--- src/rtl/lwc_pkg.sv ---
// Shared types for the lane window centering engine.
package lwc_pkg;
    // Sequencer states of the sweep controller.
    typedef enum logic [2:0] {
        ST_IDLE,
        ST_REQ,
        ST_WAIT,
        ST_STEP,
        ST_CHK,
        ST_FIN,
        ST_FAIL
    } lwc_state_e;
endpackage

--- src/rtl/lwc_lane.sv ---
// One lane tracker: holds the lower and upper step counts, the confirmation
// count and the live flag. It decides on each evaluated round whether the
// lane steps or retires, and it forms the centred count from its two limits.
// Assumes eval_i, init_i and swap_i are single-cycle and mutually exclusive.
module lwc_lane #(
    parameter int CW         = 8,
    parameter int CONS_LIMIT = 10
) (
    input  logic          clk,
    input  logic          rst_n,
    input  logic          init_i,
    input  logic          swap_i,
    input  logic          eval_i,
    input  logic          phase_i,
    input  logic          fail_i,
    output logic          step_o,
    output logic          active_o,
    output logic [CW-1:0] centre_o
);
    localparam int KW   = $clog2(CONS_LIMIT + 1);
    localparam int CORR = CONS_LIMIT - 1;

    logic [CW-1:0] lower_q, upper_q;
    logic [KW-1:0] cons_q;
    logic          live_q, step_q;
    logic          target;
    logic [CW-1:0] lo_adj, up_adj;
    logic [CW:0]   sum_w;

    // Target result: pass in phase one, fail in phase two.
    assign target = phase_i ? fail_i : ~fail_i;

    // Per-round step or retire decision and counter upkeep.
    always_ff @(posedge clk) begin
        if (!rst_n) begin
            lower_q <= '0;
            upper_q <= '0;
            cons_q  <= '0;
            live_q  <= 1'b0;
            step_q  <= 1'b0;
        end else if (init_i) begin
            lower_q <= '0;
            upper_q <= '0;
            cons_q  <= '0;
            live_q  <= 1'b1;
            step_q  <= 1'b0;
        end else if (swap_i) begin
            upper_q <= lower_q;
            cons_q  <= '0;
            live_q  <= 1'b1;
            step_q  <= 1'b0;
        end else if (eval_i && live_q) begin
            if (!target || (cons_q < KW'(CONS_LIMIT))) begin
                step_q <= 1'b1;
                if (phase_i) upper_q <= upper_q + 1'b1;
                else         lower_q <= lower_q + 1'b1;
                if (target)  cons_q  <= cons_q + 1'b1;
            end else begin
                step_q <= 1'b0;
                live_q <= 1'b0;
            end
        end else begin
            step_q <= 1'b0;
        end
    end

    // Corrected limits averaged with a floor.
    always_comb begin
        lo_adj   = lower_q - CW'(CORR);
        up_adj   = upper_q - CW'(CORR);
        sum_w    = {1'b0, lo_adj} + {1'b0, up_adj};
        centre_o = CW'(sum_w >> 1);
    end

    assign step_o   = step_q;
    assign active_o = live_q;
endmodule

--- src/rtl/lwc_ctrl.sv ---
// Sweep sequencer: issues one test request per round, waits for the answer,
// lets the strobes go out, checks the step error, then moves on to the next
// round, the second phase, completion or abort. Assumes the test answer
// arrives some time after the request, with no limit on how long.
module lwc_ctrl
    import lwc_pkg::*;
(
    input  logic clk,
    input  logic rst_n,
    input  logic start_i,
    input  logic test_ack_i,
    input  logic step_err_i,
    input  logic lanes_idle_i,
    output logic test_req_o,
    output logic init_o,
    output logic eval_o,
    output logic swap_o,
    output logic finish_o,
    output logic phase_o,
    output logic done_o,
    output logic error_o
);
    lwc_state_e st_q, st_d;
    logic       phase_q;
    logic       can_start;
    logic       chk_ok;

    assign can_start = (st_q == ST_IDLE) || (st_q == ST_FIN) || (st_q == ST_FAIL);
    assign init_o    = start_i && can_start;
    assign eval_o    = (st_q == ST_WAIT) && test_ack_i;
    assign chk_ok    = (st_q == ST_CHK) && !step_err_i && lanes_idle_i;
    assign swap_o    = chk_ok && !phase_q;
    assign finish_o  = chk_ok && phase_q;
    assign test_req_o = (st_q == ST_REQ);
    assign done_o    = (st_q == ST_FIN) || (st_q == ST_FAIL);
    assign error_o   = (st_q == ST_FAIL);
    assign phase_o   = phase_q;

    // Next-state selection.
    always_comb begin
        st_d = st_q;
        case (st_q)
            ST_IDLE, ST_FIN, ST_FAIL: if (init_o) st_d = ST_REQ;
            ST_REQ:  st_d = ST_WAIT;
            ST_WAIT: if (test_ack_i) st_d = ST_STEP;
            ST_STEP: st_d = ST_CHK;
            ST_CHK: begin
                if (step_err_i)                   st_d = ST_FAIL;
                else if (lanes_idle_i && phase_q) st_d = ST_FIN;
                else                              st_d = ST_REQ;
            end
            default: st_d = ST_IDLE;
        endcase
    end

    // State and phase registers.
    always_ff @(posedge clk) begin
        if (!rst_n) begin
            st_q    <= ST_IDLE;
            phase_q <= 1'b0;
        end else begin
            st_q <= st_d;
            if (init_o)      phase_q <= 1'b0;
            else if (swap_o) phase_q <= 1'b1;
        end
    end
endmodule

--- src/rtl/lane_window_centre.sv ---
// Top of the lane window centering engine: one sequencer, one tracker per
// lane, and a register that captures the centred counts when training
// completes. Assumes the delay hardware takes one step per strobe bit.
module lane_window_centre #(
    parameter int LANES      = 8,
    parameter int CW         = 8,
    parameter int CONS_LIMIT = 10
) (
    input  logic                clk,
    input  logic                rst_n,
    input  logic                start_i,
    output logic                test_req_o,
    input  logic                test_ack_i,
    input  logic [LANES-1:0]    fail_vec_i,
    output logic [LANES-1:0]    step_req_o,
    input  logic                step_err_i,
    output logic                done_o,
    output logic                error_o,
    output logic [LANES*CW-1:0] centre_o
);
    logic                init_w, eval_w, swap_w, finish_w, phase_w;
    logic [LANES-1:0]    live_w;
    logic [LANES*CW-1:0] centre_w;
    logic [LANES*CW-1:0] centre_q;

    lwc_ctrl u_ctrl (
        .clk          (clk),
        .rst_n        (rst_n),
        .start_i      (start_i),
        .test_ack_i   (test_ack_i),
        .step_err_i   (step_err_i),
        .lanes_idle_i (~|live_w),
        .test_req_o   (test_req_o),
        .init_o       (init_w),
        .eval_o       (eval_w),
        .swap_o       (swap_w),
        .finish_o     (finish_w),
        .phase_o      (phase_w),
        .done_o       (done_o),
        .error_o      (error_o)
    );

    for (genvar k = 0; k < LANES; k++) begin : g_lane
        lwc_lane #(
            .CW         (CW),
            .CONS_LIMIT (CONS_LIMIT)
        ) u_lane (
            .clk      (clk),
            .rst_n    (rst_n),
            .init_i   (init_w),
            .swap_i   (swap_w),
            .eval_i   (eval_w),
            .phase_i  (phase_w),
            .fail_i   (fail_vec_i[k]),
            .step_o   (step_req_o[k]),
            .active_o (live_w[k]),
            .centre_o (centre_w[k*CW +: CW])
        );
    end

    // Capture the centred counts on completion; clear them on start.
    always_ff @(posedge clk) begin
        if (!rst_n)        centre_q <= '0;
        else if (init_w)   centre_q <= '0;
        else if (finish_w) centre_q <= centre_w;
    end

    assign centre_o = centre_q;
endmodule

--- config.mk ---
export PLATFORM = sky130hd
export DESIGN_NAME = lane_window_centre
export DESIGN_NICKNAME = d
export VERILOG_FILES = /design/src/rtl/lwc_pkg.sv /design/src/rtl/lwc_lane.sv /design/src/rtl/lwc_ctrl.sv /design/src/rtl/lane_window_centre.sv
export SDC_FILE = /design/constraint.sdc
export NUM_CORES = 1
export LEC_CHECK = 0
export BUFFER_PORTS_ARGS = -buffer_cell sky130_fd_sc_hd__buf_2
export CAP_MARGIN = 20
export CORE_MARGIN = 2
export CORE_UTILIZATION = 55
export CTS_CLUSTER_SIZE = 12
export DETAILED_ROUTE_END_ITERATION = 8
export PLACE_DENSITY = 0.75
export SLEW_MARGIN = 20
export SYNTH_ARGS = -nofsm -noshare
export SYNTH_HDL_FRONTEND = slang
export SYNTH_HIERARCHICAL = 1
export SYNTH_SLANG_ARGS = --single-unit
--- constraint.sdc ---
create_clock -name clk -period 8 [get_ports clk]
set_clock_uncertainty 0.2 [all_clocks]
set_input_delay 0.4 -clock clk [delete_from_list [all_inputs] [get_ports clk]]
set_output_delay 0.4 -clock clk [all_outputs]
set_load 0.02 [all_outputs]
======== Word-level counts from Yosys, hierarchy flattened ========
Cells that the tools add are included.
storage, ports and cells
  word-level logic and storage cells ...... 327
  output and inout bits ................... 75
  bits of input ports ..................... 13
  register bits ........................... 244
cells by class
  equality and inequality tests ........... 16
  bitwise logic cells ..................... 19
  reductions and logical operators ........ 108
  $lt $le $gt $ge ......................... 8
  add/subtract/negate cells ............... 48
  multiplexer cells ....................... 85
operators by type and width
  operator                                                                count
  8-bit two-way mux                                                       32
  8-bit by 1-bit adder with 8-bit output (second input constant)          16
  8-bit by 4-bit subtractor with 8-bit output (second input constant)     16
  8-bit by 8-bit adder with 9-bit output                                  8
  1-bit two-way mux                                                       48
  3-bit AND reduction                                                     16
  2-bit nonzero test                                                      17
  4-bit by 1-bit adder with 4-bit output (second input constant)          8
  4-bit less-than comparator (second input constant)                      8
  4-bit AND reduction                                                     8
  4-bit OR reduction                                                      8
  3-bit nonzero test                                                      8
  3-bit != test (second input constant)                                   7
  1-bit NOT                                                               19
  2-bit AND reduction                                                     9
  1-bit logical AND                                                       15
  3-bit case mux with 5 select lines                                      1
  3-bit two-way mux                                                       4
  1-bit zero test                                                         11
  1-bit logical OR                                                        11
  3-bit equality test (second input constant)                             3
  8-bit OR reduction                                                      1
  3-bit by 2-bit equality test with 1-bit output (second input constant)  2
  3-bit OR reduction                                                      2
  other kinds (6)                                                         6

======== Logic depth before layout (Yosys ltp) ========
Gate-level depths: netlist (run 1).
  depth after elaboration ................. 8
  mapped depth ............................ 13
  gate-level depth less buffers ........... 13

======== Cells and area by module ========
The synthesis (run 1) kept the hierarchy.
modules (own cells, without submodules)
  module                           times used  cells each  area each (um^2)  seq. area each (um^2)
  lwc_lane (g_lane[0].u_lane ...)  6           216         1759.2            440.4
  lane_window_centre               1           210         2323.5            1281.2
  lwc_lane (g_lane[5].u_lane)      1           213         1697.9            440.4
  lwc_lane (g_lane[7].u_lane)      1           195         1591.5            440.4
  lwc_ctrl                         1           38          322.8             80.1

======== Worst setup path before layout (run 1) ========
Ideal clock, no wire load.
  path kind ............................... flip-flop to flip-flop
  from .................................... reg u_ctrl.st_q[1]
  to ...................................... reg g_lane[7].u_lane.lower_q[7]
  setup slack ............................. 3.426 ns
  arrival ................................. 4.246 ns
  path buffers ............................ 1
  period minus slack after synthesis ...... 4.574 ns
  data required time ...................... 7.672 ns
  stages on the path, launching flop included .. 9
  library setup time ...................... 0.128 ns
  path through ............................ dfxtp_1 -> clkbuf_1 -> nand2b_1 -> nor3b_1 -> nand2_1 -> a2111oi_4 -> and4_1 -> xnor2_1 -> nor2_1
on the way
  elaborated cells on any way between the ends .. 16
  classes of those cells .................. eq/ne (4); bitwise (1); reduce/logical (11)
RTL lines
  what                                            RTL line                  text
  start, declared                                 lwc_ctrl.sv:23            lwc_state_e st_q, st_d;
  start signal, assigned                          lwc_ctrl.sv:62            st_q <= st_d;
  3-bit by 2-bit equality test with 1-bit output  lwc_ctrl.sv:30            assign eval_o = (st_q == ST_WAIT) && test_ack_i;
  1-bit logical AND                               lwc_ctrl.sv:30
  net eval_w                                      lane_window_centre.sv:21  logic init_w, eval_w, swap_w, finish_w, phase_w;
  1-bit logical AND                               lwc_lane.sv:52            end else if (eval_i && live_q) begin
  4-bit AND reduction (no source line)            -
  end signal, assigned                            lwc_lane.sv:56            else lower_q <= lower_q + 1'b1;
  end, declared                                   lwc_lane.sv:23            logic [CW-1:0] lower_q, upper_q;
The timed path passes the listed nets, and every way through them passes these cells.
A chain may end at the register's enable or synchronous reset.

======== Worst setup path in the final report (run 1) ========
  from .................................... reg g_lane[6].u_lane.live_q
  to ...................................... reg g_lane[6].u_lane.lower_q[1]
on the way
  longest elaborated chain between the ends .. 6
  elaborated cells on any way between the ends .. 7
  classes of those cells .................. bitwise (1); reduce/logical (6)
RTL lines
  what                                  RTL line                  text
  start, declared                       lwc_lane.sv:25            logic live_q, step_q;
  start signal, assigned                lwc_lane.sv:39            live_q <= 1'b0;
  start signal, assigned                lwc_lane.sv:45            live_q <= 1'b1;
  start signal, assigned                lwc_lane.sv:50            live_q <= 1'b1;
  8-bit OR reduction                    lane_window_centre.sv:32  .lanes_idle_i (~|live_w),
  1-bit zero test                       lane_window_centre.sv:32
  1-bit logical AND                     lwc_ctrl.sv:31            assign chk_ok = (st_q == ST_CHK) && !step_err_i && lanes_idle_i;
  1-bit logical AND                     lwc_ctrl.sv:32            assign swap_o = chk_ok && !phase_q;
  net swap_w                            lane_window_centre.sv:21
  1-bit NOT (no source line)            -
  4-bit AND reduction (no source line)  -
  end signal, assigned                  lwc_lane.sv:56
  end, declared                         lwc_lane.sv:23
The timed path passes the listed nets, and every way through them passes these cells.

==> results of run 1 <==
==> power by group through the flow <==
stage	logic, mW	registers [mW]	clock network (mW)
2_1_floorplan	0.220	1.27	0
3_3_place_gp	0.283	1.28	0
3_5_place_dp	0.287	1.28	0
4_1_cts	0.290	1.26	1.38
5_1_grt	0.321	1.26	1.43
6_report	0.292	1.26	1.35
==> layout make-up <==
cell class,instances,area [um^2],area share (%)
clock buffer,38,810,4.50
clock inverter,12,163,0.904
inverter,105,394,2.19
multi-input combinational,1506,10800,59.8
sequential,244,4890,27.2
tap,390,488,2.71
timing repair buffer,95,495,2.75
==> metal layers <==
metal	GRT usage [%]	vias to the layer above	wire (um)
li1	-	7059	-
met1	33.5	6766	18300
met2	42.1	375	18600
met3	2.77	65	1880
met4	6.54	0	833
met5	0	-	0
==> state kept, by name, summed over array words and instances (netlist names) <==
register	flops
g_lane.u_lane/lower_q	64
g_lane.u_lane/cons_q	32
g_lane.u_lane/step_o	8
u_ctrl/phase_o	1
centre_o	64
g_lane.u_lane/active_o	8
g_lane.u_lane/upper_q	64
u_ctrl/st_q	3
==> kinds of logic after synthesis <==
logic type | share of synthesized area [%]
AND/OR/NAND/NOR | 20.9
multiplexers | 5.71
AO/OA/AOI/OAI | 19.0
adder cells (fa/ha/maj) | 8.25
XOR/XNOR | 11.2
flip-flops | 29.6
buffers and inverters | 5.30
==> worst min-delay path by stage <==
| stage | depth (start not counted) | from | endpoint |
|---|---|---|---|
| 2_1_floorplan | 2 | g_lane[0].u_lane/cons_q[3]$_SDFFE_PP0P_ | g_lane[0].u_lane/cons_q[3]$_SDFFE_PP0P_ |
| 3_3_place_gp | 2 | g_lane[6].u_lane/cons_q[3]$_SDFFE_PP0P_ | g_lane[6].u_lane/cons_q[3]$_SDFFE_PP0P_ |
| 3_5_place_dp | 2 | centre_o[38]$_SDFFE_PP0P_ | centre_o[38]$_SDFFE_PP0P_ |
| 4_1_cts | 3 | start_i | u_ctrl/st_q[2]$_SDFFE_PN0P_ |
| 5_1_grt | 3 | start_i | u_ctrl/st_q[2]$_SDFFE_PN0P_ |
| 6_report | 4 | test_ack_i | u_ctrl/st_q[0]$_SDFFE_PN0P_ |
==> worst max-delay path, stage by stage, from the launching register on <==
cell	delay, ns
dfxtp_1	0.36
or4_1	0.61
nor2_1	0.19
or4b_4	0.53
nor2_4	0.53
buf_4	0.71
nor2_1	0.20
o211ai_1	0.23
mux2i_1	0.23
nor2_1	0.05
==> cell usage in the layout (no fill, tap or decap), drive strengths merged, types with 26 or more instances in the layout <==
cell type,netlist,final
nand3,35,35
nand2b,53,53
xnor2,75,75
inv,105,105
a21oi,99,99
nor2,239,239
nor4,47,47
a211oi,43,43
o21ai,56,56
dfxtp,244,244
o31a,26,26
mux2i,94,94
o21a,33,33
nand2,133,133
xor2,124,124
o211ai,29,29
ha,96,96
nand4,38,38
clkbuf,68,38
buf,29,95
==> results.toml, run 1 <==
[clock_tree]
cts_buffers = 28
clkSinkCount = 244
post-cts-setup-buffers = 0
cts.repair.resized = 0
clk_pin_slew_ns = 0.06
cts_tree = "yes"
clockBufferDepth = 3
cts_hold_buf = 0
clock_tree.root_cell = "clkbuf_16"
cts_max_level = 1
clk_latency_ns = 0.55

[timing]
period_needed_ns = 4.04
rsz0062_at_grt = "no"
timing.fmax_mhz = 247
worstMarginPinSlew_ns = 0.830
worst_slack_ns = 3.96
whs_ns = 0.0540
hold_violations = 0
relSlewSlack_pct = 44.5
setup_violations = 0
fin_crit_sh_pct = 50.5
drv_slew = 0
fin_tns_setup_ns = 0

[global_route]
track_usage_pct = 24.8
antenna_found_initial = 0
grt_pass1_vias = 13500
grt_max_degree = 77
gr-total-overflow = 0
grt_pass1_wl_um = 65500

[drt]
drt-vias-per-instance = 5.97
drc = 0
wl_per_cell_um = 16.6
drt_first_pass_iters = 5
final_antenna_net_count = 0
drtIter0Drc = 1244
vias = 14300
drt-total-wl_um = 39600

[logic_synthesis]
synth-seq-area-share_pct = 29.6
syn_nets = 2069
synth_common_cells = "dfxtp_1, nor2_1, nand2_1, xor2_1, inv_1"
avgSynthCellArea_um2 = 8.45
synth.distinct_cells = 76
synth_top_area_share_pct = 29.6
synth_ff_type = "dfxtp_1"
yosysWarnings = 6
ys_ff_latch = 244
yosysTopAreaCell = "dfxtp_1"
synth.most_common_cell = "dfxtp_1"
synth_edf_count = 0
synthCells = 1952
yosys-top-cells-area = "dfxtp_1, ha_1, xor2_1, mux2i_1, nor2_1"
async_reset_ff_share_pct = 0
netlist_area_um2 = 16500

[critical_path]
rr_worst_depth = 9
endpoint = "g_lane[6].u_lane/lower_q[1]$_SDFFE_PP0P_"
crit_path_start_kind = "flop"
cp.required_ns = 8.21
rrSetupSlack_ns = 3.96
r2r-end = "g_lane[6].u_lane/lower_q[1]$_SDFFE_PP0P_"
crit_type = "reg -> reg"
worstSetupEndpointType = "flop"
crit_path_max_fanout = 76
cp.arrival_ns = 4.25
r2r_start = "g_lane[6].u_lane/active_o$_SDFFE_PN0P_"
startpoint = "g_lane[6].u_lane/active_o$_SDFFE_PN0P_"

[floorplanning]
row_count = 63
die-height_um = 177
core-area_um2 = 29600
start_util_pct = 55.8
dieArea_um2 = 31400
die_w_um = 177
pin_count = 88

[power]
power_density_nw_per_um2 = 161
p_sw_share_pct = 25.8
p_seq_share_pct = 43.3
max-vdd-ir-drop_mv = 0.202
p_switching_uw = 749
internal_power_mw = 2.15
comb_power_share_pct = 10.1
power_mw = 2.90
p_leak_nw = 6.74
clock_power_share_pct = 46.6

[place]
dpl.cell_count = 2340
portBuffers = 87
dp_slack_ns = 4.05
dp_hpwl_um = 28200
place_area_um2 = 17000
globalplace.congestion = 0.854

[finish]
drive_gt1_share_pct = 9.85
antenna_cells = 0
utilization_pct = 60.9
area_delta_synth_final_pct = 9.11
stdcell_count = 2390
nNetsFinal = 2097
fill_cells = 2602
final_area_um2 = 18000

[run_status]
outcome = "complete, no violations"

[hold_path]
min_path_type = "in -> reg"

[flow_run]
cap_violations = 0
Note: power is estimated with default switching activity, not from simulation.
==> run 2, diff against run 1 <==
- ABC_AREA: not set -> 1
- PLACE_DENSITY: 0.75 -> 0.78
- clock period: 8 -> 3.6 ns (I/O delays scaled with it)
==> results.toml, run 2 <==
[run_status]
outcome = "complete, no violations"

[drt]
drt_first_pass_iters = 5
drt-total-wl_um = 40900
drtIter0Drc = 1279
drt-vias-per-instance = 5.37
vias = 16100
wl_per_cell_um = 13.6
drc = 0
final_antenna_net_count = 0

[finish]
final_cell_mix = "nand2_1, inv_1, nand3_1"
area_delta_synth_final_pct = 10.8
stdcell_count = 3003
antenna_cells = 0
layout_commonest_cell = "nand2_1"
regArea_um2 = 4890
nNetsFinal = 2700
drive_gt1_share_pct = 11.1
utilization_pct = 61.7
multiInputGateArea_um2 = 10600
fill_cells = 2706

[power]
max-vdd-ir-drop_mv = 0.368
p_leak_nw = 8.15
power_density_nw_per_um2 = 378

[place]
dpl.cell_count = 2932
portBuffers = 87
dp_hpwl_um = 29500
globalplace.congestion = 0.899

[logic_synthesis]
netlist_area_um2 = 17000
synth_edf_count = 0
synth.most_common_cell = "nand2_1"
yosysTopAreaCell = "dfxtp_1"
yosys-top-cells-area = "dfxtp_1, nand2_1, xor2_1, nand3_1, ha_1"
async_reset_ff_share_pct = 0
synthCells = 2517
synth.distinct_cells = 36
synth_ff_type = "dfxtp_1"
ys_ff_latch = 244
avgSynthCellArea_um2 = 6.77
synth_top_area_share_pct = 28.7
yosysWarnings = 6
synth-seq-area-share_pct = 28.7
synth_common_cells = "nand2_1, inv_1, nand3_1, dfxtp_1, a21oi_1"
syn_nets = 2634

[floorplanning]
row_count = 64
pin_count = 88
core-area_um2 = 30600
die_w_um = 180
die-height_um = 180
dieArea_um2 = 32400
start_util_pct = 55.7

[global_route]
grt_pass1_wl_um = 68900
track_usage_pct = 24.5
grt_pass1_vias = 14900
grt_max_degree = 65
gr-total-overflow = 0
antenna_found_initial = 0

[critical_path]
cp.arrival_ns = 3.03
startpoint = "g_lane[7].u_lane/active_o$_SDFFE_PN0P_"
cp.required_ns = 3.83
r2r_start = "g_lane[7].u_lane/active_o$_SDFFE_PN0P_"
worstSetupEndpointType = "flop"
rrSetupSlack_ns = 0.79
crit_path_start_kind = "flop"
crit_type = "reg -> reg"
crit_path_max_fanout = 32
r2r-end = "g_lane[3].u_lane/upper_q[3]$_SDFFE_PP0P_"
endpoint = "g_lane[3].u_lane/upper_q[3]$_SDFFE_PP0P_"
rr_worst_depth = 11

[clock_tree]
clkSinkCount = 244
cts_tree = "yes"
clock_tree.root_cell = "clkbuf_16"
clk_latency_ns = 0.56
post-cts-setup-buffers = 0
cts_max_level = 1
clk_pin_slew_ns = 0.06
cts_hold_buf = 15
clockBufferDepth = 3
cts_buffers = 30
cts.repair.resized = 0

[timing]
fin_crit_sh_pct = 77.9
drv_slew = 0
period_needed_ns = 2.81
timing.fmax_mhz = 356
hold_violations = 0
worstMarginPinSlew_ns = 0.970
rsz0062_at_grt = "no"
setup_violations = 0
fin_tns_setup_ns = 0
relSlewSlack_pct = 35.3

[flow_run]
cap_violations = 0

[hold_path]
min_path_type = "reg -> reg"
run 2: changes by cell type after synthesis, sizes merged, moves of 51 or more:
cell    before  now
mux2i       94    0
nand2      133  711
a21oi       99  259
xnor2       75   24
nand2b      53    0
nor2       239  151
clkbuf      68   17
nand3       35  291
inv        105  304
run 2: cells by family after synthesis:
family          after synthesis  synth area share (%)
simple gates               1205                  31.2
compound gates              387                  12.6
flops                       244                  28.7
buf+inv                     386                  9.41
xor+xnor                    191                  10.2
fa+ha+maj                   104                  7.99
run 2: cell type report:
type | count | area share (%)
clock buffers | 37 | 4.33
inverters | 311 | 6.19
repair buffers | 109 | 3.51
flip-flops and latches | 244 | 25.9
clock inverters | 19 | 1.48
multi-input cells | 1887 | 56.0
well taps | 396 | 2.62
run 2: worst min path at each step:
stage | end | depth (start not counted) | start | slack [ns]
finish | centre_o[11]$_SDFFE_PP0P_ | 2 | centre_o[11]$_SDFFE_PP0P_ | 0.26
global route | centre_o[11]$_SDFFE_PP0P_ | 2 | centre_o[11]$_SDFFE_PP0P_ | 0.27
CTS | centre_o[1]$_SDFFE_PP0P_ | 2 | centre_o[1]$_SDFFE_PP0P_ | 0.26
detailed placement | centre_o[1]$_SDFFE_PP0P_ | 2 | centre_o[1]$_SDFFE_PP0P_ | 0.25
global placement | g_lane[5].u_lane/cons_q[3]$_SDFFE_PP0P_ | 2 | g_lane[5].u_lane/cons_q[3]$_SDFFE_PP0P_ | 0.24
floorplan | u_ctrl/st_q[2]$_SDFFE_PN0P_ | 2 | rst_n | 0.08
run 2: report_power, final:
group,internal (mW),leakage (nW),total (mW),switching [mW]
sequential,2.76,1.97,2.81,0.0530
combinational,0.272,5.64,0.989,0.717
clock,2.11,0.544,3.33,1.22
total,5.14,8.15,7.13,1.99
run 2: metal layers:
layer  up-vias  global-route usage [%]  wire length, um
met5         -                       0                0
met4         0                    7.13             1110
met3        83                    2.79             2170
met2       463                    42.0            19200
met1      7318                    32.4            18500
li1       8249                       -                -
run 2: stage by stage:
| stage | instance area (um^2) | hold slack [ns] | power (mW) | setup WS, ns |
|---|---|---|---|---|
| after CTS | 18900 | 0.259 | 7.18 | 0.827 |
| after global placement | 17600 | 0.236 | 3.78 | 0.944 |
| after detailed placement | 17600 | 0.250 | 3.80 | 0.842 |
| final | 18900 | 0.257 | 7.13 | 0.794 |
| after global routing | 18900 | 0.273 | 7.42 | 0.520 |
| after floorplan | 17000 | 0.0776 | 3.57 | 1.02 |
run 2: worst max-delay path: stages, from the launching register on:
cell and delay (ns):
dfxtp_1 0.32, nor2_1 0.16, nand2_1 0.07, nor2_1 0.16
nand2_1 0.12, nor3_4 0.38, buf_12 0.27, clkinv_1 0.45
nand3_1 0.27, o21ai_0 0.12, nand2_1 0.09, a21oi_1 0.06
